### src/rtl/evb_pkg.sv
// Shared types for the event counter bank.
// Assumes a fixed 32-bit selection register with 8-bit mask and threshold.
package evb_pkg;
    localparam int SEL_W   = 32;
    localparam int UMASK_W = 8;
    localparam int THR_W   = 8;

    // Selection register layout, MSB first.
    typedef struct packed {
        logic [THR_W-1:0]   thresh;     // 31:24
        logic               invert;     // 23
        logic               enable;     // 22
        logic               rsv21;      // 21
        logic               irq_en;     // 20
        logic               rsv19;      // 19
        logic               edge_only;  // 18
        logic               os_en;      // 17
        logic               usr_en;     // 16
        logic [UMASK_W-1:0] umask;      // 15:8
        logic [7:0]         code;       // 7:0
    } evsel_t;
endpackage

### src/rtl/evb_timestamp.sv
// Free-running cycle counter; starts from zero at reset and has no write path.
module evb_timestamp #(
    parameter int W = 64
) (
    input  logic         clk,
    input  logic         rst_n,
    output logic [W-1:0] value
);
    // Advance by one on every clock outside reset.
    always_ff @(posedge clk) begin
        if (!rst_n) value <= '0;
        else        value <= value + W'(1);
    end
endmodule

### src/rtl/evb_event_qual.sv
// Turns the event inputs into a per-cycle increment for one counter.
// Assumes the sub-event bus per event is as wide as the unit mask.
module evb_event_qual
    import evb_pkg::*;
#(
    parameter int NUM_EVT = 8,
    parameter int INC_W   = $clog2(UMASK_W + 1)
) (
    input  logic                       clk,
    input  logic                       rst_n,
    input  evsel_t                     sel,
    input  logic [NUM_EVT-1:0]         evt_fire,
    input  logic [NUM_EVT*UMASK_W-1:0] evt_sub,
    input  logic                       priv_user,
    output logic [INC_W-1:0]           inc
);
    localparam int IDX_W = (NUM_EVT > 1) ? $clog2(NUM_EVT) : 1;

    logic               hit;
    logic [IDX_W-1:0]   idx;
    logic               fire_sel;
    logic [UMASK_W-1:0] sub_sel;
    logic [INC_W-1:0]   raw_cnt;
    logic               live;
    logic               thr_set;
    logic               cond;
    logic               prev_cond;

    // Pick the selected event and its sub-event bits.
    always_comb begin
        hit      = int'(sel.code) < NUM_EVT;
        idx      = sel.code[IDX_W-1:0];
        fire_sel = hit && evt_fire[idx];
        sub_sel  = hit ? evt_sub[idx*UMASK_W +: UMASK_W] : '0;
    end

    // Per-cycle event count: strobe, or masked sub-event population.
    always_comb begin
        raw_cnt = '0;
        if (sel.umask == '0) begin
            raw_cnt = INC_W'(fire_sel);
        end else begin
            for (int b = 0; b < UMASK_W; b++)
                raw_cnt = raw_cnt + INC_W'(sub_sel[b] & sel.umask[b]);
        end
    end

    // Qualify by enable, privilege and threshold.
    always_comb begin
        live    = sel.enable && ((sel.usr_en && priv_user) || (sel.os_en && !priv_user));
        thr_set = sel.thresh != '0;
        if (thr_set) cond = live && ((THR_W'(raw_cnt) >= sel.thresh) ^ sel.invert);
        else         cond = live && (raw_cnt != '0);
    end

    // Remember last cycle's condition for edge detection.
    always_ff @(posedge clk) begin
        if (!rst_n) prev_cond <= 1'b0;
        else        prev_cond <= cond;
    end

    // Final increment by mode.
    always_comb begin
        if (sel.edge_only)  inc = INC_W'(cond && !prev_cond);
        else if (thr_set)   inc = INC_W'(cond);
        else if (live)      inc = raw_cnt;
        else                inc = '0;
    end
endmodule

### src/rtl/evb_counter.sv
// One wrap-around counter with a software write port and a wrap pulse.
// Assumes a write in a cycle wins over that cycle's increment.
module evb_counter #(
    parameter int W     = 48,
    parameter int INC_W = 4
) (
    input  logic             clk,
    input  logic             rst_n,
    input  logic [INC_W-1:0] inc,
    input  logic             wr,
    input  logic [W-1:0]     wdata,
    output logic [W-1:0]     value,
    output logic             wrap
);
    logic [W:0] sum;

    // Add with one bit of headroom to see the carry out.
    always_comb begin
        sum  = {1'b0, value} + (W+1)'(inc);
        wrap = sum[W] && !wr;
    end

    // Load on write, otherwise accumulate modulo 2^W.
    always_ff @(posedge clk) begin
        if (!rst_n)  value <= '0;
        else if (wr) value <= wdata;
        else         value <= sum[W-1:0];
    end
endmodule

### src/rtl/evt_counter_bank.sv
// Bank of qualified event counters, selection registers, pending status and
// a timestamp behind one flat register port. Reads are combinational.
// Assumes the requester holds reg_addr stable while sampling reg_rdata.
module evt_counter_bank
    import evb_pkg::*;
#(
    parameter int NUM_CTR = 4,
    parameter int NUM_EVT = 8,
    parameter int CTR_W   = 48,
    parameter int TS_W    = 64,
    parameter int ADDR_W  = $clog2(2*NUM_CTR + 2)
) (
    input  logic                       clk,
    input  logic                       rst_n,
    input  logic [ADDR_W-1:0]          reg_addr,
    input  logic                       reg_wr,
    input  logic [TS_W-1:0]            reg_wdata,
    output logic [TS_W-1:0]            reg_rdata,
    input  logic [NUM_EVT-1:0]         evt_fire,
    input  logic [NUM_EVT*UMASK_W-1:0] evt_sub,
    input  logic                       priv_user,
    output logic                       irq
);
    localparam int INC_W     = $clog2(UMASK_W + 1);
    localparam int TS_ADDR   = 0;
    localparam int CTR_BASE  = 1;
    localparam int SEL_BASE  = CTR_BASE + NUM_CTR;
    localparam int STAT_ADDR = SEL_BASE + NUM_CTR;

    evsel_t             evsel_q [NUM_CTR];
    logic [CTR_W-1:0]   ctr_val [NUM_CTR];
    logic [NUM_CTR-1:0] status_q, status_d;
    logic [NUM_CTR-1:0] wrap_vec, wr_ctr, ie_vec, en_vec, priv_none_vec;
    logic [NUM_CTR*CTR_W-1:0] ctr_flat;
    logic [NUM_CTR*INC_W-1:0] inc_flat;
    logic [TS_W-1:0]    ts_val;
    logic               stat_wr;

    evb_timestamp #(.W(TS_W)) u_ts (.clk(clk), .rst_n(rst_n), .value(ts_val));

    genvar g;
    generate
        for (g = 0; g < NUM_CTR; g++) begin : g_ctr
            logic [INC_W-1:0] inc;

            assign wr_ctr[g]        = reg_wr && (reg_addr == ADDR_W'(CTR_BASE + g));
            assign ie_vec[g]        = evsel_q[g].irq_en;
            assign en_vec[g]        = evsel_q[g].enable;
            assign priv_none_vec[g] = !evsel_q[g].usr_en && !evsel_q[g].os_en;
            assign ctr_flat[g*CTR_W +: CTR_W] = ctr_val[g];
            assign inc_flat[g*INC_W +: INC_W] = inc;

            evb_event_qual #(.NUM_EVT(NUM_EVT), .INC_W(INC_W)) u_qual (
                .clk(clk), .rst_n(rst_n), .sel(evsel_q[g]),
                .evt_fire(evt_fire), .evt_sub(evt_sub),
                .priv_user(priv_user), .inc(inc)
            );

            evb_counter #(.W(CTR_W), .INC_W(INC_W)) u_cnt (
                .clk(clk), .rst_n(rst_n), .inc(inc), .wr(wr_ctr[g]),
                .wdata(reg_wdata[CTR_W-1:0]), .value(ctr_val[g]),
                .wrap(wrap_vec[g])
            );
        end
    endgenerate

    assign stat_wr = reg_wr && (reg_addr == ADDR_W'(STAT_ADDR));

    // Selection registers: plain storage written by address.
    always_ff @(posedge clk) begin
        for (int i = 0; i < NUM_CTR; i++) begin
            if (!rst_n)
                evsel_q[i] <= '0;
            else if (reg_wr && reg_addr == ADDR_W'(SEL_BASE + i))
                evsel_q[i] <= evsel_t'(reg_wdata[SEL_W-1:0]);
        end
    end

    // Pending status: write-one-to-clear, a new wrap takes priority.
    always_comb begin
        for (int i = 0; i < NUM_CTR; i++)
            status_d[i] = (status_q[i] && !(stat_wr && reg_wdata[i]))
                        || (wrap_vec[i] && ie_vec[i]);
    end

    // Register the pending status.
    always_ff @(posedge clk) begin
        if (!rst_n) status_q <= '0;
        else        status_q <= status_d;
    end

    assign irq = |status_q;

    // Read mux over the flat register map.
    always_comb begin
        reg_rdata = '0;
        if (reg_addr == ADDR_W'(TS_ADDR))   reg_rdata = ts_val;
        if (reg_addr == ADDR_W'(STAT_ADDR)) reg_rdata = TS_W'(status_q);
        for (int i = 0; i < NUM_CTR; i++) begin
            if (reg_addr == ADDR_W'(CTR_BASE + i)) reg_rdata = TS_W'(ctr_val[i]);
            if (reg_addr == ADDR_W'(SEL_BASE + i)) reg_rdata = TS_W'(evsel_q[i]);
        end
    end
endmodule

### config.mk
export PLATFORM = sky130hd
export DESIGN_NAME = evt_counter_bank
export DESIGN_NICKNAME = d
export VERILOG_FILES = /design/src/rtl/evb_pkg.sv /design/src/rtl/evb_timestamp.sv /design/src/rtl/evb_event_qual.sv /design/src/rtl/evb_counter.sv /design/src/rtl/evt_counter_bank.sv
export SDC_FILE = /design/constraint.sdc
export NUM_CORES = 1
export LEC_CHECK = 0
export ABC_AREA = 1
export BUFFER_PORTS_ARGS = -buffer_cell sky130_fd_sc_hd__buf_2
export CAP_MARGIN = 30
export CORE_ASPECT_RATIO = 0.8
export CORE_MARGIN = 10
export CORE_UTILIZATION = 35
export CTS_CLUSTER_DIAMETER = 60
export DETAILED_ROUTE_END_ITERATION = 16
export GPL_ROUTABILITY_DRIVEN = 1
export HOLD_SLACK_MARGIN = 0.1
export PLACE_DENSITY_LB_ADDON = 0.3
export RECOVER_POWER = 25
export SLEW_MARGIN = 20
export SYNTH_ARGS = -nofsm -noshare
export SYNTH_HDL_FRONTEND = slang
export SYNTH_SLANG_ARGS = --single-unit
### constraint.sdc
create_clock -name clk -period 6.1 [get_ports clk]
set_clock_uncertainty 0.15 [all_clocks]
set_input_delay 0.61 -clock clk [delete_from_list [all_inputs] [get_ports clk]]
set_output_delay 0.61 -clock clk [all_outputs]
set_load 0.02 [all_outputs]
* After elaboration in Yosys (flattened, before gate mapping)
Memories as Yosys holds them, arrays and structs flattened.
Cells that the tools add are included.
** Operators by class
- Add/sub/neg operators :: 33
- $lt $le $gt $ge :: 12
- Eq/ne operators :: 9
- Shifts and indexed selects :: 4
- Mux-type cells :: 63
- Bitwise operators :: 40
- Reductions and logical operators :: 88
** Operator list (number)
- 64-bit 2-to-1 mux :: 10
- 64-bit by 7-bit variable part select with 8-bit output :: 4
- 48-bit by 4-bit adder with 49-bit output :: 4
- 48-bit 2-to-1 mux :: 4
- 32-bit 2-to-1 mux :: 4
- 4-bit adder :: 28
- 64-bit by 1-bit adder with 64-bit output, second input constant :: 1
- 4-bit 2-to-1 mux :: 16
- 1-bit logical AND :: 53
- 1-bit bitwise AND :: 32
- 4-bit by 8-bit greater-or-equal comparator with 1-bit output :: 4
- 8-bit zero test :: 4
- 8-bit by 4-bit < comparator with 1-bit output, second input constant :: 4
- 8-bit 2-to-1 mux :: 4
- 8-bit nonzero test :: 4
- 1-bit 2-to-1 mux :: 21
- 4-bit by 3-bit == test with 1-bit output, second input constant :: 4
- 3-bit by 4-bit < comparator with 1-bit output, second input constant :: 4
- 4-bit nonzero test :: 4
- 1-bit zero test :: 13
- 1-bit binary-select mux with 3-bit select :: 4
- 4-bit by 2-bit == test with 1-bit output, second input constant :: 2
- 4-bit == test, second input constant :: 2
- 1-bit logical OR :: 8
- 5 further kinds :: 11
** Word-level totals
- Register bits after elaboration :: 264
- RAM bits :: 128
- Output and inout port bits :: 65
- Logic and storage cells :: 260
- Memories :: 1
** Memories
- evsel_q :: words 4, width 32, rd ports 4, clocked after Yosys merged registers in 0, wr ports 4, RTL line evt_counter_bank.sv:30 : evsel_t evsel_q [NUM_CTR];

* Longest topological paths before layout
An unclocked memory read counts as a cell.
- Depth after elaboration :: 22
- Mapped depth :: 44
- Mapped depth without buffers :: 42

* By module
A second synthesis with hierarchy kept.
** Second synthesis, totals
- Cell total of the unflattened synthesis :: 5096
- Area, all modules :: 30977.2 um^2
** By module, submodules not included
- evb_counter (g_ctr[0].u_cnt ...) :: times used 3, cells an instance 617, area each 3588.4 um^2, seq. area each 960.9 um^2
- evt_counter_bank :: times used 1, cells an instance 1074, area each 7868.8 um^2, seq. area each 3923.8 um^2
- evb_timestamp :: times used 1, cells an instance 639, area each 3862.5 um^2, seq. area each 1281.2 um^2
- evb_event_qual (g_ctr[0].u_qual ...) :: times used 3, cells an instance 228, area each 1228.7 um^2, seq. area each 20.0 um^2
- evb_counter (g_ctr[3].u_cnt) :: times used 1, cells an instance 621, area each 3562.2 um^2, seq. area each 960.9 um^2
- evb_event_qual (g_ctr[3].u_qual) :: times used 1, cells an instance 227, area each 1232.4 um^2, seq. area each 20.0 um^2

* Worst setup path after synthesis
No wires, ideal clock.
- Path type :: reg-to-reg
- Start point :: memory evsel_q[0][0] in the netlist's numbering
- End point :: register g_ctr[0].u_cnt.value[32]
- Arrival time :: 6251 ps
- Setup slack :: -418 ps
- Cell stages (with the launch flop) :: 43
- Path buffers :: 2
- Cells stage by stage :: edfxtp_1 -> clkbuf_1 -> inv_2 -> clkbuf_1 -> nor2_1 -> a21oi_1 -> o21ai_0 -> a21oi_1 -> nand3_1 -> fa_1 -> fa_1 -> inv_1 -> fa_1 -> ha_1 -> fa_1 -> nand2_1 -> inv_1 -> ha_1 -> [... 7 more ...] -> nand2_1 -> nand3_1 -> nand3_1 -> nand2_1 -> nand2_1 -> inv_1 -> ha_1 -> fa_1 -> nand3_1 -> nand3_1 -> nand2_1 -> inv_1 -> nand3_1 -> inv_1 -> nand4_1 -> nand3_1 -> o211ai_1 -> inv_1
** RTL lines
- start, declared :: RTL line evt_counter_bank.sv:30
- end signal, assigned :: RTL line evb_counter.sv:26 : else if (wr) value <= wdata;
- end signal, assigned :: RTL line evb_counter.sv:27 : else value <= sum[W-1:0];
- end, declared :: RTL line evb_counter.sv:12 : output logic [W-1:0] value,

==> flow_summary.ini <==
[clocking]
clk_latency_ps = 640
cts_tree = done
cts_buffers = 51
path_clk_slew_ps = 60
cts_root_buffer = clkbuf_16
cts_max_path_buffers = 3
tritoncts_num_sinks = 392
cts_htree_levels = 2

[routing]
wl_um = 155000
via_per_inst = 5.80
num_vias = 35000
drt-wirelength-per-cell_um = 25.7
drtAntennaViolNets = 0
drc = 0
drt_iter0_drc = 4888
drt_first_pass_iters = 6

[setup_path]
critPathLaunchType = register
worstPathRequired_ps = 6470
crit_top_cell = nand2_1
cp-end-kind = register
critPathKind = reg -> reg
crit_arrival_ps = 7020
cpMaxStageDelayCell = fa_1
crit_fanout = 5
max_stage_delay_ps = 540

[grt]
grt_pass1_vias = 31100
busiest_layer = met1
use_met3_pct = 7.49
grtUsageMet2_pct = 44.1
antenna_found_initial = 7
grt_pass1_wl_um = 218000
grt.met1_usage_pct = 45.5
grt_overflow = 0
grt_usage_pct = 31.3
grt_max_degree = 75

[synthesis]
ys_seq_area_share_pct = 32.0
syn_inst = 4406
yosysWarnings = 0
syn_area_per_cell_um2 = 6.47
synth_ff_type = dfxtp_1
synth_seq_cells = 392
ys_types = 61
synth_top_area_share_pct = 18.5
postSynth.asyncResetShare_pct = 0
synth_nets = 4611
synth.top_cells.by_area = dfxtp_1, edfxtp_1, nand2_1
synth_edf_count = 128
synth_top_cell_by_area = dfxtp_1
syn-cell-area_mm2 = 0.0285

[cells_and_area]
drive_gt1_share_pct = 22.8
fin_nets = 5106
fillers = 8310
area_growth_syn_to_layout_pct = 32.2
fin_util_pct = 46.7

[power_and_ir_drop]
powerDensity_mw_per_mm2 = 187
power_mw = 7.03
ir_worst_vdd_mv = 0.202
leakagePower_nw = 16.0

[die]
die-area_mm2 = 0.0933
die-width_um = 339
die_y_um = 275
core_area_mm2 = 0.0806
fp-row-count = 93
start_util_pct = 35.3
io_pins = 209

[place]
dp_hpwl_um = 121000
place_ws_ps = -797
port_buffers = 192
gp_congestion = 1.01

[outcome]
status = finished, violations left
violations = capacitance limit, slew limit, setup timing

[timing]
worst_slew_margin_rel_pct = -97.5
setup_viol = 174
worst_slack_ps = -549
drv_slew = 169
hold_viol_final = 0
whs_ps = 178
worstMarginPinSlew_ps = 2960
clock.fmax_mhz = 150
min_period_ps = 6650
period_share_pct = 109
grt_setup_unrepaired = true

[worst_hold_path]
hold_class = in -> reg

[run]
drv_cap = 6
## critical path: cells and delay by family, from the launching register on
family | cells | cell delay (ps)
buf+inv | 8 | 810
flops | 1 | 440
fa+ha+maj | 8 | 3080
xor+xnor | 1 | 130
simple gates | 15 | 1190
compound gates | 6 | 730
## cell usage in the layout (no fill, tap or decap), types with 26 or more instances in the layout
| cell type | instances |
|---|---|
| nand3_1 | 247 |
| nor4_1 | 33 |
| inv_2 | 30 |
| clkbuf_16 | 54 |
| nor2_4 | 34 |
| nand2_2 | 72 |
| buf_2 | 190 |
| a21oi_1 | 267 |
| nand2_1 | 827 |
| nor2_1 | 529 |
| buf_6 | 118 |
| ha_1 | 30 |
| o211ai_1 | 171 |
| nor3_1 | 119 |
| dfxtp_1 | 264 |
| buf_4 | 262 |
| o21ai_0 | 200 |
| nand4_1 | 155 |
| nor2_2 | 26 |
| nand3_2 | 101 |
| edfxtp_1 | 128 |
| xor2_1 | 46 |
| inv_1 | 598 |
| o21ai_1 | 29 |
| o21ai_2 | 26 |
## power by group
part	total [mW]	internal [mW]	switching (mW)	leakage [nW]
clock	3.15	1.81	1.34	0.821
combinational	0.983	0.333	0.650	11.8
sequential	2.89	2.78	0.112	3.36
total	7.03	4.93	2.10	16.0
## cell usage after synthesis, types with 23 or more instances
library cell	n
clkbuf_1	117
xor2_1	47
ha_1	41
nor2_1	562
nor3_1	121
inv_1	627
edfxtp_1	128
o22ai_1	23
a21oi_1	296
o211ai_1	171
o21ai_0	254
nand2_1	912
nand4_1	155
nor4_1	36
buf_2	30
dfxtp_1	264
nand3_1	359
## final cells by class
class	instances	area [µm²]	area share [%]
Inverter	657	2540	6.75
Clock buffer	68	1380	3.66
Multi-Input combinational cell	3193	18100	48.0
Tap cell	1092	1370	3.63
Clock inverter	28	308	0.817
Sequential cell	392	9130	24.2
Antenna cell	4	10.0	0.0266
Timing Repair Buffer	606	4850	12.9
## cells by family after synthesis
family          count (synthesis)  synth area share, %
fa+ha+maj                      61                 3.21
buf+inv                       821                 11.0
simple gates                 2245                 34.8
flops                         392                 32.0
compound gates                821                 17.0
xor+xnor                       66                 2.03
## routing by layer
| metal | part of all wire, % | wire, µm |
|---|---|---|
| met5 | 0.014 | 21 |
| met2 | 40 | 61400 |
| met1 | 43 | 66700 |
| met4 | 4.5 | 6990 |
| met3 | 13 | 19900 |
## worst paths after layout
kind | startpoint | endpoint | slack, ps | depth (start not counted)
setup / recovery | evsel_q[2][0]$_SDFFCE_PN0P_ | g_ctr[2].u_cnt.value[14]$_SDFF_PN0_ | -550 | 38
hold / removal | reg_wdata[45] | g_ctr[2].u_cnt.value[45]$_SDFF_PN0_ | 180 | 3
setup reg to reg | evsel_q[2][0]$_SDFFCE_PN0P_ | g_ctr[2].u_cnt.value[14]$_SDFF_PN0_ | -550 | 38
hold reg to reg | u_ts.value[40]$_SDFF_PN0_ | u_ts.value[40]$_SDFF_PN0_ | 320 | 2
## through the flow
step / cells / TNS, ps / instance area [µm²]
finish: 6040 / -54490 / 37700
global placement: 5821 / -92890 / 32600
global route: 6036 / -104870 / 37700
detailed placement: 5829 / -92900 / 32800
floorplan: 4406 / -2.49 / 28700
CTS: 6023 / -38540 / 36500
## what timing repair did
action                                  CTS  global route
gates resized for setup                 341           287
buffers inserted                        107            51
gates cloned                              2             3
pin swaps                               149           169
hold endpoints to repair                  2             0
endpoints found under the setup margin  182           195
hold buffers                              2             0
## sequential cells by signal, summed over array words and instances (netlist names)
| signal | cells |
|---|---|
| evsel_q | 128 |
| g_ctr.u_cnt.value | 192 |
| status_q | 4 |
| g_ctr.u_qual.prev_cond | 4 |
| u_ts.value | 64 |
Note: power is estimated with default switching activity, not from simulation.
